File: config.mk
export PLATFORM = sky130hd
export DESIGN_NAME = fxc_sequencer
export DESIGN_NICKNAME = d
export VERILOG_FILES = /design/src/rtl/fxc_pkg.sv /design/src/rtl/fxc_phase.sv /design/src/rtl/fxc_decode.sv /design/src/rtl/fxc_pc.sv /design/src/rtl/fxc_sequencer.sv
export SDC_FILE = /design/constraint.sdc
export NUM_CORES = 1
export LEC_CHECK = 0
export ABC_AREA = 1
export BUFFER_PORTS_ARGS = -buffer_cell sky130_fd_sc_hd__buf_2
export CAP_MARGIN = 10
export CORE_MARGIN = 2
export CORE_UTILIZATION = 52
export DETAILED_ROUTE_END_ITERATION = 7
export GPL_TIMING_DRIVEN = 1
export HOLD_SLACK_MARGIN = 0.1
export PLACE_DENSITY = 0.82
export SLEW_MARGIN = 0
export SYNTH_ARGS = -nofsm -noshare
export SYNTH_HDL_FRONTEND = slang
export SYNTH_SLANG_ARGS = --single-unit
File: constraint.sdc
create_clock -name clk -period 1.9 [get_ports clk]
set_clock_uncertainty 0.1 [all_clocks]
set_input_delay 0 -clock clk [delete_from_list [all_inputs] [get_ports clk]]
set_output_delay 0 -clock clk [all_outputs]
set_load 0.02 [all_outputs]
File: src/rtl/fxc_pkg.sv
package fxc_pkg;

   typedef enum logic [2:0] {
      IC_ALU    = 3'd0,
      IC_LOAD   = 3'd1,
      IC_STORE  = 3'd2,
      IC_BRANCH = 3'd3,
      IC_JUMP   = 3'd4
   } iclass_e;

   typedef enum logic {
      PH_FETCH = 1'b0,
      PH_EXEC  = 1'b1
   } phase_e;

   typedef enum logic {
      AS_PC  = 1'b0,
      AS_ALU = 1'b1
   } asel_e;

   typedef struct packed {
      logic mem_wr;
      logic rf_wr;
      logic redirect;
   } req_t;

endpackage

File: src/rtl/fxc_phase.sv
module fxc_phase
   import fxc_pkg::*;
(
   input  logic   clk,
   input  logic   rst_n,
   input  logic   advance,
   output phase_e phase_o
);

   phase_e phase_q;

   always_ff @(posedge clk or negedge rst_n) begin
      if (!rst_n) begin
         phase_q <= PH_FETCH;
      end else if (advance) begin
         phase_q <= (phase_q == PH_FETCH) ? PH_EXEC : PH_FETCH;
      end
   end

   assign phase_o = phase_q;

   // phase flips on every advancing edge
   a_r1_phase_flips: assert property (@(posedge clk) disable iff (!rst_n)
      advance |=> (phase_o != $past(phase_o)));

   // phase holds when not advancing
   a_r9_phase_holds: assert property (@(posedge clk) disable iff (!rst_n)
      !advance |=> $stable(phase_o));

endmodule

File: src/rtl/fxc_decode.sv
module fxc_decode
   import fxc_pkg::*;
#(
   parameter bit BRANCH_ON_ZERO = 1'b1
)(
   input  logic [2:0] iclass_i,
   input  logic       zero_i,
   output req_t       req_o
);

   logic cond_met;

   generate
      if (BRANCH_ON_ZERO) begin : g_br_zero
         assign cond_met = zero_i;
      end else begin : g_br_nonzero
         assign cond_met = ~zero_i;
      end
   endgenerate

   always_comb begin
      req_o = '0;
      unique case (iclass_i)
         IC_ALU:    req_o.rf_wr    = 1'b1;
         IC_LOAD:   req_o.rf_wr    = 1'b1;
         IC_STORE:  req_o.mem_wr   = 1'b1;
         IC_BRANCH: req_o.redirect = cond_met;
         IC_JUMP:   req_o.redirect = 1'b1;
         default:   req_o          = '0;
      endcase
   end

   // at most one write kind per class
   always_comb begin
      a_r6_one_write_kind: assert ($onehot0({req_o.mem_wr, req_o.rf_wr}));
   end

endmodule

File: src/rtl/fxc_pc.sv
module fxc_pc #(
   parameter int unsigned ADDR_W   = 32,
   parameter int unsigned PC_STEP  = 4,
   parameter logic [ADDR_W-1:0] RESET_PC = '0
)(
   input  logic              clk,
   input  logic              rst_n,
   input  logic              load,
   input  logic              redirect,
   input  logic [ADDR_W-1:0] target,
   output logic [ADDR_W-1:0] pc_o
);

   localparam logic [ADDR_W-1:0] STEP = ADDR_W'(PC_STEP);

   logic [ADDR_W-1:0] pc_q;
   logic [ADDR_W-1:0] seq_pc;
   logic [ADDR_W-1:0] nxt_pc;

   assign seq_pc = pc_q + STEP;
   assign nxt_pc = redirect ? target : seq_pc;

   always_ff @(posedge clk or negedge rst_n) begin
      if (!rst_n) begin
         pc_q <= RESET_PC;
      end else if (load) begin
         pc_q <= nxt_pc;
      end
   end

   assign pc_o = pc_q;

   // redirect takes the target
   a_r4_redirect_target: assert property (@(posedge clk) disable iff (!rst_n)
      (load && redirect) |=> (pc_o == $past(target)));

   // no load, no change
   a_r9_pc_holds: assert property (@(posedge clk) disable iff (!rst_n)
      !load |=> $stable(pc_o));

endmodule

File: src/rtl/fxc_sequencer.sv
module fxc_sequencer
   import fxc_pkg::*;
#(
   parameter int unsigned ADDR_W         = 32,
   parameter int unsigned PC_STEP        = 4,
   parameter logic [ADDR_W-1:0] RESET_PC = '0,
   parameter bit          BRANCH_ON_ZERO = 1'b1
)(
   input  logic              clk,
   input  logic              rst_n,
   input  logic              run_en,
   input  logic [2:0]        iclass,
   input  logic              zero_flag,
   input  logic [ADDR_W-1:0] target,
   output logic              phase,
   output logic              addr_sel,
   output logic              ir_load,
   output logic              pc_load,
   output logic              rf_we,
   output logic              mem_we,
   output logic [ADDR_W-1:0] pc
);

   generate
      if (ADDR_W < 2 || ADDR_W > 64) begin : g_bad_width
         $error("fxc_sequencer: ADDR_W out of range");
      end
      if (PC_STEP == 0 || (PC_STEP & (PC_STEP - 1)) != 0) begin : g_bad_step
         $error("fxc_sequencer: PC_STEP must be a power of two");
      end
   endgenerate

   phase_e ph;
   req_t   req;
   logic   active;
   logic   in_exec;

   assign active  = run_en & rst_n;

   fxc_phase u_phase (
      .clk     (clk),
      .rst_n   (rst_n),
      .advance (active),
      .phase_o (ph)
   );

   fxc_decode #(
      .BRANCH_ON_ZERO (BRANCH_ON_ZERO)
   ) u_decode (
      .iclass_i (iclass),
      .zero_i   (zero_flag),
      .req_o    (req)
   );

   assign in_exec = (ph == PH_EXEC);

   always_comb begin
      addr_sel = in_exec ? AS_ALU : AS_PC;
      ir_load  = active & ~in_exec;
      pc_load  = active &  in_exec;
      rf_we    = pc_load & req.rf_wr;
      mem_we   = pc_load & req.mem_wr;
   end

   fxc_pc #(
      .ADDR_W   (ADDR_W),
      .PC_STEP  (PC_STEP),
      .RESET_PC (RESET_PC)
   ) u_pc (
      .clk      (clk),
      .rst_n    (rst_n),
      .load     (pc_load),
      .redirect (req.redirect),
      .target   (target),
      .pc_o     (pc)
   );

   assign phase = ph;

   // fetch cycles never write
   a_r2_fetch_no_write: assert property (@(posedge clk) disable iff (!rst_n)
      (phase == PH_FETCH) |-> (!pc_load && !rf_we && !mem_we));

   // execute cycles never load the instruction register
   a_r3_exec_no_ir: assert property (@(posedge clk) disable iff (!rst_n)
      (phase == PH_EXEC) |-> !ir_load);

   // memory write only for a store in execute
   a_r5_store_only: assert property (@(posedge clk) disable iff (!rst_n)
      mem_we |-> (phase == PH_EXEC && iclass == IC_STORE && run_en));

   // register write only for ALU/load
   a_r6_rf_classes: assert property (@(posedge clk) disable iff (!rst_n)
      rf_we |-> (iclass == IC_ALU || iclass == IC_LOAD));

   // PC never changes across a fetch cycle
   a_r7_pc_stable_fetch: assert property (@(posedge clk) disable iff (!rst_n)
      (phase == PH_FETCH) |=> $stable(pc));

   // halted means no enables
   a_r9_halt_quiet: assert property (@(posedge clk) disable iff (!rst_n)
      !run_en |-> !(ir_load || pc_load || rf_we || mem_we));

endmodule

# ---- Word-level counts from Yosys, hierarchy flattened
# Index checks and enable logic that the tools add are counted.
dict set report word_totals {
  rom_bits 0
  latchBits 0
  ram_bits 0
  regBits 33
  memories 0
  in_bits 39
}
dict set report op_classes {
  shifts 0
  addsub 1
  magnitude_cmp 0
  multipliers 0
  mux 6
  bitwise 6
  eq_ne 4
  div 0
  n_reduce_logical 2
}
# op count
set op_table {}
lappend op_table {{$add 32x3->32 const B} 1}
lappend op_table {{$mux 32} 1}
lappend op_table {{$eq 3x2->1 const B} 2}
lappend op_table {{$and 1x1->1} 5}
lappend op_table {{$mux 1} 4}
lappend op_table {{$eq 3x1->1 const B} 1}
lappend op_table {{$eq 3x3->1 const B} 1}
lappend op_table {{$logic_not 3->1} 1}
lappend op_table {{$pmux 1 s2} 1}
lappend op_table {{$reduce_or 2->1} 1}
lappend op_table {{$not 1->1} 1}

# ---- Longest topological paths before layout
# Gate-level depths: netlist of the first run.
dict set report depth {
  word_depth 4
  depth_mapped 10
  depth_no_buf 10
}

# ---- Modules after synthesis
# A second synthesis of the first run with hierarchy kept.
dict set report unflattened {
  cells_unflattened 392
  hier_area_um2 2464.9
}
# module seq_area_each_um2 area_each_um2 instances cells_each
set modules_own_cells {}
lappend modules_own_cells {fxc_pc 800.8 2334.7 1 366}
lappend modules_own_cells {fxc_sequencer 0.0 47.5 1 10}
lappend modules_own_cells {fxc_phase 25.0 43.8 1 6}
lappend modules_own_cells {fxc_decode 0.0 38.8 1 10}

# ---- Least setup slack after synthesis of the first run
# OpenSTA, ideal clock, no wires.
dict set report synth_path {
  path_kind {flip-flop to output port}
  start {reg u_phase.phase_q (netlist: u_phase.phase_o)}
  end {out mem_we}
  required_time_ps 1800
  stages_incl_launch_ff 6
  arrival_ps 1766
  n_path_buf 1
  slack_ps 34
  cell_sequence {dfrtp_1 -> inv_2 -> nor2_8 -> inv_2 -> buf_2 -> nor4b_1}
}
dict set report synth_between {
  elab_chain_len 2
}
# item line_no
set synth_rtl {}
lappend synth_rtl {{start, declared} fxc_phase.sv:10} ;# phase_e phase_q;
lappend synth_rtl {{start signal, assigned} fxc_phase.sv:16} ;# phase_q <= (phase_q == PH_FETCH) ? PH_EXEC : PH_FETCH;
lappend synth_rtl {{$and 1x1->1} fxc_sequencer.sv:60} ;# pc_load = active & in_exec;
lappend synth_rtl {{$and 1x1->1} fxc_sequencer.sv:62} ;# mem_we = pc_load & req.mem_wr;
lappend synth_rtl {{end, declared} fxc_sequencer.sv:20} ;# output logic mem_we,
# Every way passes these cells.

# ---- Worst setup path after layout of the first run
# Ends and elaborated chain as after synthesis.

==> summary.txt, run 1 <==
Place
  – Gpl congestion: 0.914
  – Pre-CTS setup slack: 0.178 ns
  – Number of port buffers: 76
  – Dpl hpwl: 5070 um

Final layout
  – Finished Core Util: 74.4%
  – Commonest non-fill, non-tap cells in the layout: nand2_1, buf_2, nor2_1
  – NumNets Final: 539
  – Ratio of cells with drive above 1 in the final layout: 22.4%
  – Area of the multi-input gates: 1420 um^2
  – Seq. cell area: 826 um^2
  – Antenna cells: 0
  – Layout fillers: 360
  – Synthesis-to-finish area growth: 34.8%
  – Most common cell after layout, fill and taps aside: nand2_1

Worst setup path
  – R2R Path Start: u_pc.pc_o[3]
  – CP endpoint kind: output pin
  – Critical path arrival: 1.69 ns
  – CP startpoint: u_phase.phase_o
  – CP startpoint kind: flip-flop
  – CP max FO: 25
  – Crit Path Category: reg2out
  – CP dominant cell by count: inv_2
  – Setup crit end: mem_we
  – Slowest CP cell: dfrtp_1
  – Critical Path, Cell by Cell: inv_2, nor2_8, inv_2, buf_6, nor4b_1, buf_2
  – Slowest stage delay, CP: 0.39 ns
  – Required time of the critical path: 1.80 ns
  – Worst R2R Path Depth: 10
  – FF-to-FF End: u_pc.pc_o[26]
  – R2R setup slack: 0.16 ns

Global routing
  – Global route overflow: 0
  – Largest net degree at the start of global routing: 34
  – First-pass GRT wire length: 12200 um
  – Global Route Usage Sum: 29.4%
  – Vias in the first global route: 2670
  – Initial antenna violation count: 0

STA
  – Final hold vios: 0
  – Relative slew slack: 70.4%
  – # setup viols final: 0
  – Setup slack after layout: 0.115 ns
  – FMAX: 560 MHz
  – Final slew viol count: 0
  – Tmin final: 1.79 ns
  – Final Cycle Share: 94.0%
  – Sum Neg Setup Slack: 0 ns
  – RSZ-0062 raised after global routing: no
  – Worst slew pin tran: 0.443 ns

Synth
  – Cell Area, Synth: 2450 um^2
  – Sequential area share after synthesis: 33.7%
  – YS warnings: 0
  – Yosys cell types: 34
  – Synth Instances: 388
  – Seq cells post-synth: 33
  – Total nets after synthesis: 428
  – Mean area per synthesized cell: 6.32 um^2

Die
  – Initial Util: 55.2%
  – Die Span Y: 72.7 um
  – Die W: 72.7 um
  – Core region area: 4440 um^2
  – Cell Rows: 24
  – I/O pin total: 77
  – DIE AREA: 5280 um^2

Clock network
  – Setup bufs post-CTS: 0
  – Clock sink count: 33
  – Clk pin slew, worst setup/hold paths: 0.08 ns
  – Clock Path Buffers: 2
  – Clock Tree Root: clkbuf_8
  – CTS buffer count: 5
  – CTS tree: done
  – Max H-tree Level: 2
  – Clk_lat worst skew: 0.29 ns

Outcome
  – Outcome: finished clean

Pwr
  – P per Cell Area: 1240 nW/um^2
  – VDD IR max: 0.750 mV
  – Leak: 1.71 nW

Flow run
  – Max-cap viol count: 0

Drt
  – Residual DRC: 0
  – Routed WL per cell: 13.4 um
  – DRT iter0 DRCs: 253
  – Vias: 2925
  – Via density per instance: 5.30
  – Drt pass-1 iters: 5
  – WL final: 7370 um
  – Routed Antenna Nets: 0

Min path
  – Worst hold path type: in2reg
-- through the flow --
stage	std cells	total power [mW]	hold slack, ns	area, um^2
2_1_floorplan	388	2.75	-0.396	2450
3_3_place_gp	510	3.35	0.0188	2860
3_5_place_dp	510	3.41	0.0209	2860
4_1_cts	552	4.07	0.161	3300
5_1_grt	552	4.40	0.210	3310
6_report	552	4.10	0.155	3310
-- layer usage --
layer  share of wire (%)  up-vias  GRT usage (%)
met5                   0        -              0
met4                 2.4        0           8.64
met3                 7.8       22           5.80
met2                  47      138           49.3
met1                  43     1321           38.6
li1                    -     1444              -
-- cells by family after synthesis --
| logic type | synth area share (%) |
|---|---|
| xor gates and xnor gates | 1.07 |
| DFF | 33.7 |
| AOI/OAI and AO/OA | 7.85 |
| adders and majority gates | 0.510 |
| and+or+nand+nor | 48.2 |
| buffers and inverters | 8.67 |
-- worst max-delay path: cells and delay by family (launching register included) --
kind,cells,cell delay [ns]
simple gates,2,0.43
buf+inv,4,0.56
flops,1,0.39
-- synth_stat cells --
cell type	count	share of area, %
nor2_2	2	0.51
o211ai_1	6	1.8
nand2_2	7	1.8
or2_0	1	0.26
clkbuf_1	1	0.15
clkbuf_8	1	0.56
ha_1	1	0.51
inv_2	5	0.76
o21ai_0	11	2.2
or2_2	1	0.26
a21oi_1	4	0.82
nand2_4	1	0.46
nor2_8	1	0.82
a211oi_1	2	0.61
dfrtp_1	33	34
nand4_1	2	0.51
o21ai_1	3	0.61
nor2_4	7	3.2
nor3_1	3	0.61
buf_1	1	0.15
xor2_1	2	0.71
nand3_1	37	7.5
nand3b_1	1	0.31
buf_6	1	0.46
nand2_1	165	25
o21bai_1	4	1.2
xnor2_1	1	0.36
nor2_1	40	6.1
buf_4	2	0.61
inv_1	35	5.4
nor4b_1	1	0.36
nor4_1	1	0.26
o22ai_1	2	0.51
buf_2	3	0.61
-- repair_timing --
item                                    4_1_cts  5_1_grt
gates resized for setup                       0        2
hold buffers                                 34        0
endpoints found under the setup margin        0        2
endpoints found under the hold margin        66        0
-- worst min path at each step --
| stage | startpoint | endpoint | cells past startpoint |
|---|---|---|---|
| 4_1_cts | iclass[2] | u_pc.pc_o[5] | 5 |
| 2_1_floorplan | rst_n | u_pc.pc_o[0] | 0 |
| 6_report | iclass[2] | u_pc.pc_o[5] | 5 |
| 5_1_grt | iclass[0] | mem_we | 3 |
| 3_5_place_dp | rst_n | u_pc.pc_o[2] | 2 |
| 3_3_place_gp | rst_n | u_pc.pc_o[2] | 2 |
-- flip-flops by register name (all words and copies together), names as in the netlist --
name	flops
u_pc.pc_o	32
u_phase.phase_o	1
-- report_power, final --
part	switching [mW]	leakage, nW	internal (mW)
registers	0.482	0.408	1.02
clock network	0.282	0.0542	0.328
logic	1.27	1.25	0.718
total	2.03	1.71	2.07
-- layout make-up --
type | instances | area share (%)
tap | 52 | 1.97
timing repair buffer | 113 | 22.6
inverter | 40 | 4.54
sequential | 33 | 25.0
clock inverter | 1 | 0.151
clock buffer | 7 | 2.91
multi-input combinational | 306 | 42.9
Power figures use the tool's default switching activity.
==> run 2, diff against run 1 <==
--- a/config.mk
+++ b/config.mk
@@ -8,8 +8,10 @@
 export ABC_AREA = 1
 export BUFFER_PORTS_ARGS = -buffer_cell sky130_fd_sc_hd__buf_2
 export CAP_MARGIN = 10
+export CELL_PAD_IN_SITES_DETAIL_PLACEMENT = 0
+export CELL_PAD_IN_SITES_GLOBAL_PLACEMENT = 1
 export CORE_MARGIN = 2
-export CORE_UTILIZATION = 52
+export CORE_UTILIZATION = 35
 export DETAILED_ROUTE_END_ITERATION = 7
 export GPL_TIMING_DRIVEN = 1
 export HOLD_SLACK_MARGIN = 0.1
==> run 2 against run 1 <==
Net effect:
- worst hold slack gained 0.015 ns
- non-clock buffer count grew 2
- cell count grew 8.3%
- cell area grew 1.6%
- combinational power is essentially flat
- sequential power is essentially flat
- power shrank 1.7%
- fmax shrank 0.36%
- die area grew 46%
- critical endpoint unchanged
==> summary.txt, run 2 (same netlist as run 1, synthesis figures left out) <==
Outcome
  – Outcome: finished clean

Clock network
  – Setup bufs post-CTS: 0 (unchanged)
  – Max H-tree Level: 2 (unchanged)
  – Clock Path Buffers: 2 (unchanged)
  – Clock Tree Root: clkbuf_8
  – Clk_lat worst skew: 0.29 ns (about the same)
  – Clk pin slew, worst setup/hold paths: 0.07 ns (about the same)
  – CTS tree: done
  – Clock sink count: 33 (unchanged)
  – CTS buffer count: 5 (unchanged)

Final layout
  – Finished Core Util: 49.4% (-25 points)
  – Most common cell after layout, fill and taps aside: nand2_1
  – Commonest non-fill, non-tap cells in the layout: nand2_1, buf_2, nor2_1
  – Max reg flops: 32 (unchanged)
  – NumNets Final: 541 (+0.37%)
  – Ratio of cells with drive above 1 in the final layout: 22.1% (-0.29 points)
  – Antenna cells: 0 (unchanged)
  – Synthesis-to-finish area growth: 36.9%

Die
  – Die W: 87.7 um (+21%)
  – Core region area: 6790 um^2 (+53%)
  – Initial Util: 36.1% (-19 points)
  – Die Span Y: 87.7 um (+21%)
  – DIE AREA: 7700 um^2 (+46%)
  – I/O pin total: 77 (unchanged)
  – Cell Rows: 30 (+25%)

Drt
  – Via density per instance: 4.65 (-12%)
  – WL final: 7680 um (+4.2%)
  – Routed WL per cell: 12.8 um (-3.8%)
  – Routed Antenna Nets: 0 (unchanged)
  – Residual DRC: 0 (unchanged)
  – Drt pass-1 iters: 4 (-1)
  – DRT iter0 DRCs: 159 (-37%)
  – Vias: 2782 (-4.9%)

Min path
  – Min-delay src: zero_flag
  – Worst Hold Path EP: u_pc.pc_o[5]
  – Worst hold path type: in2reg
  – Worst Hold Path Cells: 5 (unchanged)

STA
  – Final slew viol count: 0 (unchanged)
  – Relative slew slack: 69.3% (-1.1 points)
  – Final Cycle Share: 94.3% (+0.34 points)
  – Worst slew pin tran: 0.460 ns (+0.0170 ns)
  – Tmin final: 1.79 ns (+0.00652 ns)
  – Sum Neg Setup Slack: 0 ns (unchanged)
  – # setup viols final: 0 (unchanged)
  – RSZ-0062 raised after global routing: no
  – Setup slack after layout: 0.108 ns (-0.00652 ns)
  – Worst hold margin: 0.170 ns (+0.0146 ns)
  – Final hold vios: 0 (unchanged)
  – FMAX: 558 MHz (-0.36%)

Worst setup path
  – CP dominant cell by count: inv_2
  – CP endpoint kind: output pin
  – R2R Path Start: u_pc.pc_o[3]
  – Slowest CP cell: dfrtp_1
  – Critical path arrival: 1.69 ns (about the same)
  – Critical Path, Cell by Cell: inv_2, nor2_8, inv_2, buf_6, nor4b_2, buf_2
  – R2R setup slack: 0.20 ns (+0.04 ns)
  – Critical path buffer and inverter count: 4 (unchanged)
  – CP startpoint kind: flip-flop
  – Required time of the critical path: 1.80 ns (about the same)
  – CP startpoint: u_phase.phase_o
  – CP max FO: 25 (unchanged)
  – CP top delay family: buffers and inverters
  – Worst R2R Path Depth: 10 (unchanged)
  – Crit Path Category: reg2out
  – FF-to-FF End: u_pc.pc_o[26]
  – Slowest stage delay, CP: 0.39 ns (about the same)

Global routing
  – Vias in the first global route: 2542 (-4.8%)
  – Largest net degree at the start of global routing: 34 (unchanged)
  – Global route overflow: 0 (unchanged)
  – First-pass GRT wire length: 12500 um (+2.1%)
  – Initial antenna violation count: 0 (unchanged)
  – Global Route Usage Sum: 20.9% (-8.5 points)

Pwr
  – Leak: 1.71 nW (-0.17%)
  – VDD IR max: 0.436 mV (-42%)
  – P per Cell Area: 1200 nW/um^2 (-3.2%)

Place
  – Pre-CTS setup slack: 0.223 ns (+0.0447 ns)
  – Dpl hpwl: 5440 um (+7.2%)
  – Gpl congestion: 0.843 (-7.8%)
  – Number of port buffers: 76 (unchanged)

Flow run
  – Max-cap viol count: 0 (unchanged)
==> run 2: cell types whose count changed in the layout (fill, tap and decap cells not counted) <==
cell	before	now
clkbuf_1	0	3
buf_4	2	4
clkbuf_8	7	5
clkinv_2	1	0
nor2_1	39	40
nor2_2	3	2
nor4b_1	1	0
nor4b_2	0	1
==> run 2: cell type report <==
| cell class | count | area [um^2] |
|---|---|---|
| multi-input cells | 306 | 1420 |
| repair buffers | 115 | 762 |
| well taps | 96 | 120 |
| fillers | 726 | 3430 |
| inverters | 40 | 150 |
| clock buffers | 8 | 80.1 |
| flip-flops and latches | 33 | 826 |
==> run 2: metal layers <==
| metal | track usage, % | vias to the layer above | wire length, um |
|---|---|---|---|
| met1 | 29.9 | 1264 | 3700 |
| li1 | - | 1447 | - |
| met3 | 3.30 | 6 | 349 |
| met5 | 0 | - | 0 |
| met2 | 33.6 | 65 | 3560 |
| met4 | 4.20 | 0 | 70 |
==> run 2: report_power, final <==
group | switching, mW | internal (mW) | total (mW)
registers | 0.477 | 1.02 | 1.50
clock network | 0.277 | 0.261 | 0.538
logic | 1.26 | 0.733 | 1.99
==> run 2: what timing repair did <==
| item | in CTS | in global routing |
|---|---|---|
| endpoints found under the setup margin | 0 | 1 |
| hold buffers | 34 | 0 |
| gates resized for setup | 0 | 2 |
| endpoints found under the hold margin | 66 | 0 |
==> run 2: worst min-delay path: stages <==
cell and delay, ns:
buf_2 0.07, nand4_1 0.10, nand2_2 0.19, nor4_1 0.07, nor2_1 0.09
==> run 2: worst max path at each step <==
| stage | endpoint | slack [ns] | cells past startpoint |
|---|---|---|---|
| after floorplan | mem_we | 0.03 | 5 |
| after global placement | u_pc.pc_o[26] | 0.26 | 10 |
| after detailed placement | u_pc.pc_o[26] | 0.22 | 10 |
| after CTS | mem_we | 0.05 | 6 |
| after global routing | mem_we | 0.004 | 6 |
| final | mem_we | 0.11 | 6 |
==> run 2: through the flow <==
stage	area [um^2]	std cells	total power [mW]
final	3360	598	4.03
after global routing	3360	598	4.38
after global placement	2930	556	3.41
after detailed placement	2930	556	3.44
after floorplan	2450	388	2.75
after CTS	3350	598	4.05
==> run 3, diff against run 2 <==
--- a/config.mk
+++ b/config.mk
@@ -5,17 +5,16 @@
 export SDC_FILE = /design/constraint.sdc
 export NUM_CORES = 1
 export LEC_CHECK = 0
-export ABC_AREA = 1
 export BUFFER_PORTS_ARGS = -buffer_cell sky130_fd_sc_hd__buf_2
 export CAP_MARGIN = 10
 export CELL_PAD_IN_SITES_DETAIL_PLACEMENT = 0
 export CELL_PAD_IN_SITES_GLOBAL_PLACEMENT = 1
 export CORE_MARGIN = 2
-export CORE_UTILIZATION = 35
+export CORE_UTILIZATION = 36
 export DETAILED_ROUTE_END_ITERATION = 7
 export GPL_TIMING_DRIVEN = 1
 export HOLD_SLACK_MARGIN = 0.1
-export PLACE_DENSITY = 0.82
+export PLACE_DENSITY = 0.81
 export SLEW_MARGIN = 0
 export SYNTH_ARGS = -nofsm -noshare
 export SYNTH_HDL_FRONTEND = slang
==> run 3 against run 2 <==
Net effect:
- setup slack improved by 0.0019 ns
- die area fell by 16%
- register-to-register slack got worse by 0.09 ns
- first-iteration DRC count fell by 14%
- clock power rose by 0.9%
- non-clock buffer count rose by 22
- power rose by 2.9%
- combinational power rose by 7%
- critical path type is now reg2reg
- critical endpoint is now u_pc.pc_o[26]
==> summary.txt, run 3 <==
Outcome
  – Outcome: finished clean

Die
  – DIE AREA: 6500 um^2 (-16%)
  – I/O pin total: 77 (unchanged)
  – Cell Rows: 27 (-10%)
  – Initial Util: 37.9% (+1.8 points)
  – Die W: 80.6 um (-8.1%)
  – Core region area: 5570 um^2 (-18%)
  – Die Span Y: 80.6 um (-8.1%)

Final layout
  – Finished Core Util: 57.4% (+8.0 points)
  – NumNets Final: 412 (-24%)
  – Most common cell after layout, fill and taps aside: buf_2
  – Ratio of cells with drive above 1 in the final layout: 34.4% (+12 points)
  – Max reg flops: 32 (unchanged)
  – Synthesis-to-finish area growth: 51.4%
  – Cell Count, Final, Fillers Out: 444 (-26%)
  – Antenna cells: 0 (unchanged)
  – Commonest non-fill, non-tap cells in the layout: buf_2, dlygate4sd3_1, a21oi_1

Synth
  – Mux cell area share after synthesis: 1.07% (+1.1 points)
  – Post-synth top area share: 39.1% (+5.4 points)
  – Synth top cells by count: a21oi_1, dfrtp_1, nand2_1
  – Yosys cell types: 47 (+38%)
  – Seq cells post-synth: 33 (unchanged)
  – Total nets after synthesis: 286 (-33%)
  – Cell Area, Synth: 2110 um^2 (-14%)
  – Commonest register cell after synthesis: dfrtp_1
  – Adder-Cell Fraction of Synth Area: 0.592% (+0.082 points)
  – EDFF count, synth: 0 (unchanged)
  – Combinational family with the most area after synthesis: compound AO/OA/AOI/OAI gates
  – FFs w/ async S/R, synth: 100% (unchanged)
  – YS warnings: 0 (unchanged)
  – Post-Synth XOR/XNOR Area: 0.414% (-0.66 points)
  – Synth Area in Compound Gates: 27.7% (+20 points)
  – Top post-synthesis cells by area: dfrtp_1, a21oi_1, a2bb2oi_1
  – Synth Instances: 246 (-37%)
  – Area leader, netlist: dfrtp_1
  – Area fraction in and, or, nand and nor cells after synthesis: 26.7% (-21 points)
  – Most common cell in the netlist: a21oi_1
  – Mean area per synthesized cell: 8.60 um^2 (+36%)
  – Sequential area share after synthesis: 39.1% (+5.4 points)

Drt
  – DRT iter0 DRCs: 137 (-14%)
  – Drt pass-1 iters: 4 (unchanged)
  – Vias: 2425 (-13%)
  – Routed Antenna Nets: 0 (unchanged)
  – Routed WL per cell: 15.5 um (+20%)
  – Residual DRC: 0 (unchanged)
  – Via density per instance: 5.46 (+17%)
  – WL final: 6870 um (-11%)

Worst setup path
  – R2R setup slack: 0.11 ns (-0.09 ns)
  – R2R Path Start: u_pc.pc_o[6]
  – Worst R2R Path Depth: 5 (-5)
  – Critical Path, Cell by Cell: nand4_4, or2_4, nor4_4, a211o_1, o311a_1
  – Critical path arrival: 1.91 ns (+0.22 ns)
  – CP max FO: 7 (-72%)
  – CP startpoint kind: flip-flop
  – Required time of the critical path: 2.02 ns (+0.22 ns)
  – FF-to-FF End: u_pc.pc_o[26]
  – Slowest stage delay, CP: 0.49 ns (+0.10 ns)
  – Slowest CP cell: dfrtp_1
  – Crit Path Category: reg2reg
  – CP endpoint kind: flip-flop

Place
  – Dpl hpwl: 4820 um (-11%)
  – Pre-CTS setup slack: 0.0367 ns (-0.186 ns)
  – # placed instances: 401 (-28%)
  – Gpl congestion: 0.856 (+1.6%)
  – Number of port buffers: 76 (unchanged)

Global routing
  – Global Route Usage Sum: 21.7% (+0.80 points)
  – First-pass GRT wire length: 11000 um (-12%)
  – Largest net degree at the start of global routing: 35 (+2.9%)
  – Vias in the first global route: 2291 (-9.9%)
  – Global route overflow: 0 (unchanged)
  – Initial antenna violation count: 0 (unchanged)

Clock network
  – Max H-tree Level: 2 (unchanged)
  – Clock Path Buffers: 2 (unchanged)
  – CTS tree: done
  – Clock sink count: 33 (unchanged)
  – CTS buffer count: 5 (unchanged)
  – Clock Tree Root: clkbuf_8
  – Clk_lat worst skew: 0.28 ns (about the same)
  – Clk pin slew, worst setup/hold paths: 0.07 ns (about the same)

Min path
  – Worst Hold Path EP: u_pc.pc_o[20]
  – Worst Hold Path Cells: 4 (-1)
  – Min-delay src: iclass[2]
  – Worst hold path type: in2reg

STA
  – RSZ-0062 raised after global routing: yes
  – Final Cycle Share: 94.2% (-0.10 points)
  – Worst slew pin tran: 0.614 ns (+0.154 ns)
  – FMAX: 559 MHz (+0.11%)
  – Setup slack after layout: 0.110 ns (+0.00191 ns)
  – Final hold vios: 0 (unchanged)
  – Relative slew slack: 59.1% (-10 points)
  – Tmin final: 1.79 ns (-0.00191 ns)
  – Final slew viol count: 0 (unchanged)
  – # setup viols final: 0 (unchanged)

Pwr
  – VDD IR max: 0.760 mV (+74%)
  – Leak: 1.42 nW (-17%)
  – Pwr Total: 4.15 mW (+2.9%)
  – P per Cell Area: 1290 nW/um^2 (+7.9%)

Flow run
  – Max-cap viol count: 0 (unchanged)
-- run 3: changes by cell type after synthesis, sizes merged, moves of 12 or more --
| cell | change |
|---|---|
| a21oi | +31 |
| a2bb2oi | +12 |
| inv | -39 |
| nand2 | -146 |
| nand3 | -22 |
| nand4 | +12 |
| nor2 | -29 |
-- run 3: power breakdown --
part | switching (mW) | internal (mW) | leakage [nW] | total, mW
registers | 0.430 | 1.05 | 0.387 | 1.48
clock network | 0.256 | 0.288 | 0.0443 | 0.543
logic | 1.24 | 0.884 | 0.984 | 2.12
-- run 3: metrics by stage --
step	hold slack (ns)	setup TNS [ns]	cell area [um^2]
2_1_floorplan	-0.396	0	2120
3_3_place_gp	-0.0160	0	2730
3_5_place_dp	-0.0120	0	2730
4_1_cts	0.162	0	3150
5_1_grt	0.213	-0.0485	3200
6_report	0.172	0	3200
-- run 3: kinds of logic (layout without fill, tap and decap cells) --
group | Yosys count | in the layout
xor gates and xnor gates | 1 | 1
DFF | 33 | 33
muxes | 2 | 2
and+or+nand+nor | 98 | 98
adders and majority gates | 1 | 1
buffers and inverters | 20 | 146
AOI/OAI and AO/OA | 91 | 91
-- run 3: area by class of cell --
cell class,instances,area [um^2]
clock buffers,7,86.3
fillers,536,2370
inverters,2,7.51
multi-input cells,193,1240
flip-flops and latches,33,828
well taps,72,90.1
repair buffers,137,952
-- run 3: repair_timing --
action	CTS	global route
buffers inserted	0	2
endpoints found under the setup margin	0	10
resized for setup	0	8
hold endpoints to repair	66	0
hold buffers	34	0
-- run 3: worst max path at each step --
| stage | start | endpoint | slack [ns] | cells after the start |
|---|---|---|---|---|
| after CTS | u_pc.pc_o[2] | u_pc.pc_o[30] | 0.02 | 6 |
| after floorplan | u_pc.pc_o[2] | u_pc.pc_o[26] | 0.05 | 6 |
| after global routing | u_pc.pc_o[2] | u_pc.pc_o[31] | -0.02 | 7 |
| after detailed placement | u_pc.pc_o[2] | u_pc.pc_o[30] | 0.04 | 6 |
| after global placement | u_pc.pc_o[2] | u_pc.pc_o[26] | 0.08 | 6 |
| final | u_pc.pc_o[6] | u_pc.pc_o[26] | 0.11 | 5 |
-- run 3: per-layer routing --
layer  vias to the layer above  track usage, %  wire, um  share of wire (%)
li1                       1196               -         -                  -
met2                        80            35.7      3280                 48
met1                      1138            29.0      3130                 46
met3                        11            4.04       386                5.6
met4                         0            6.61        76                1.1
met5                         -               0         0                  0
-- run 3: critical path, delay by kind of cell, from the launching register on --
family          cells  cell delay [ns]
simple gates        3             0.84
flops               1             0.49
compound gates      2             0.31
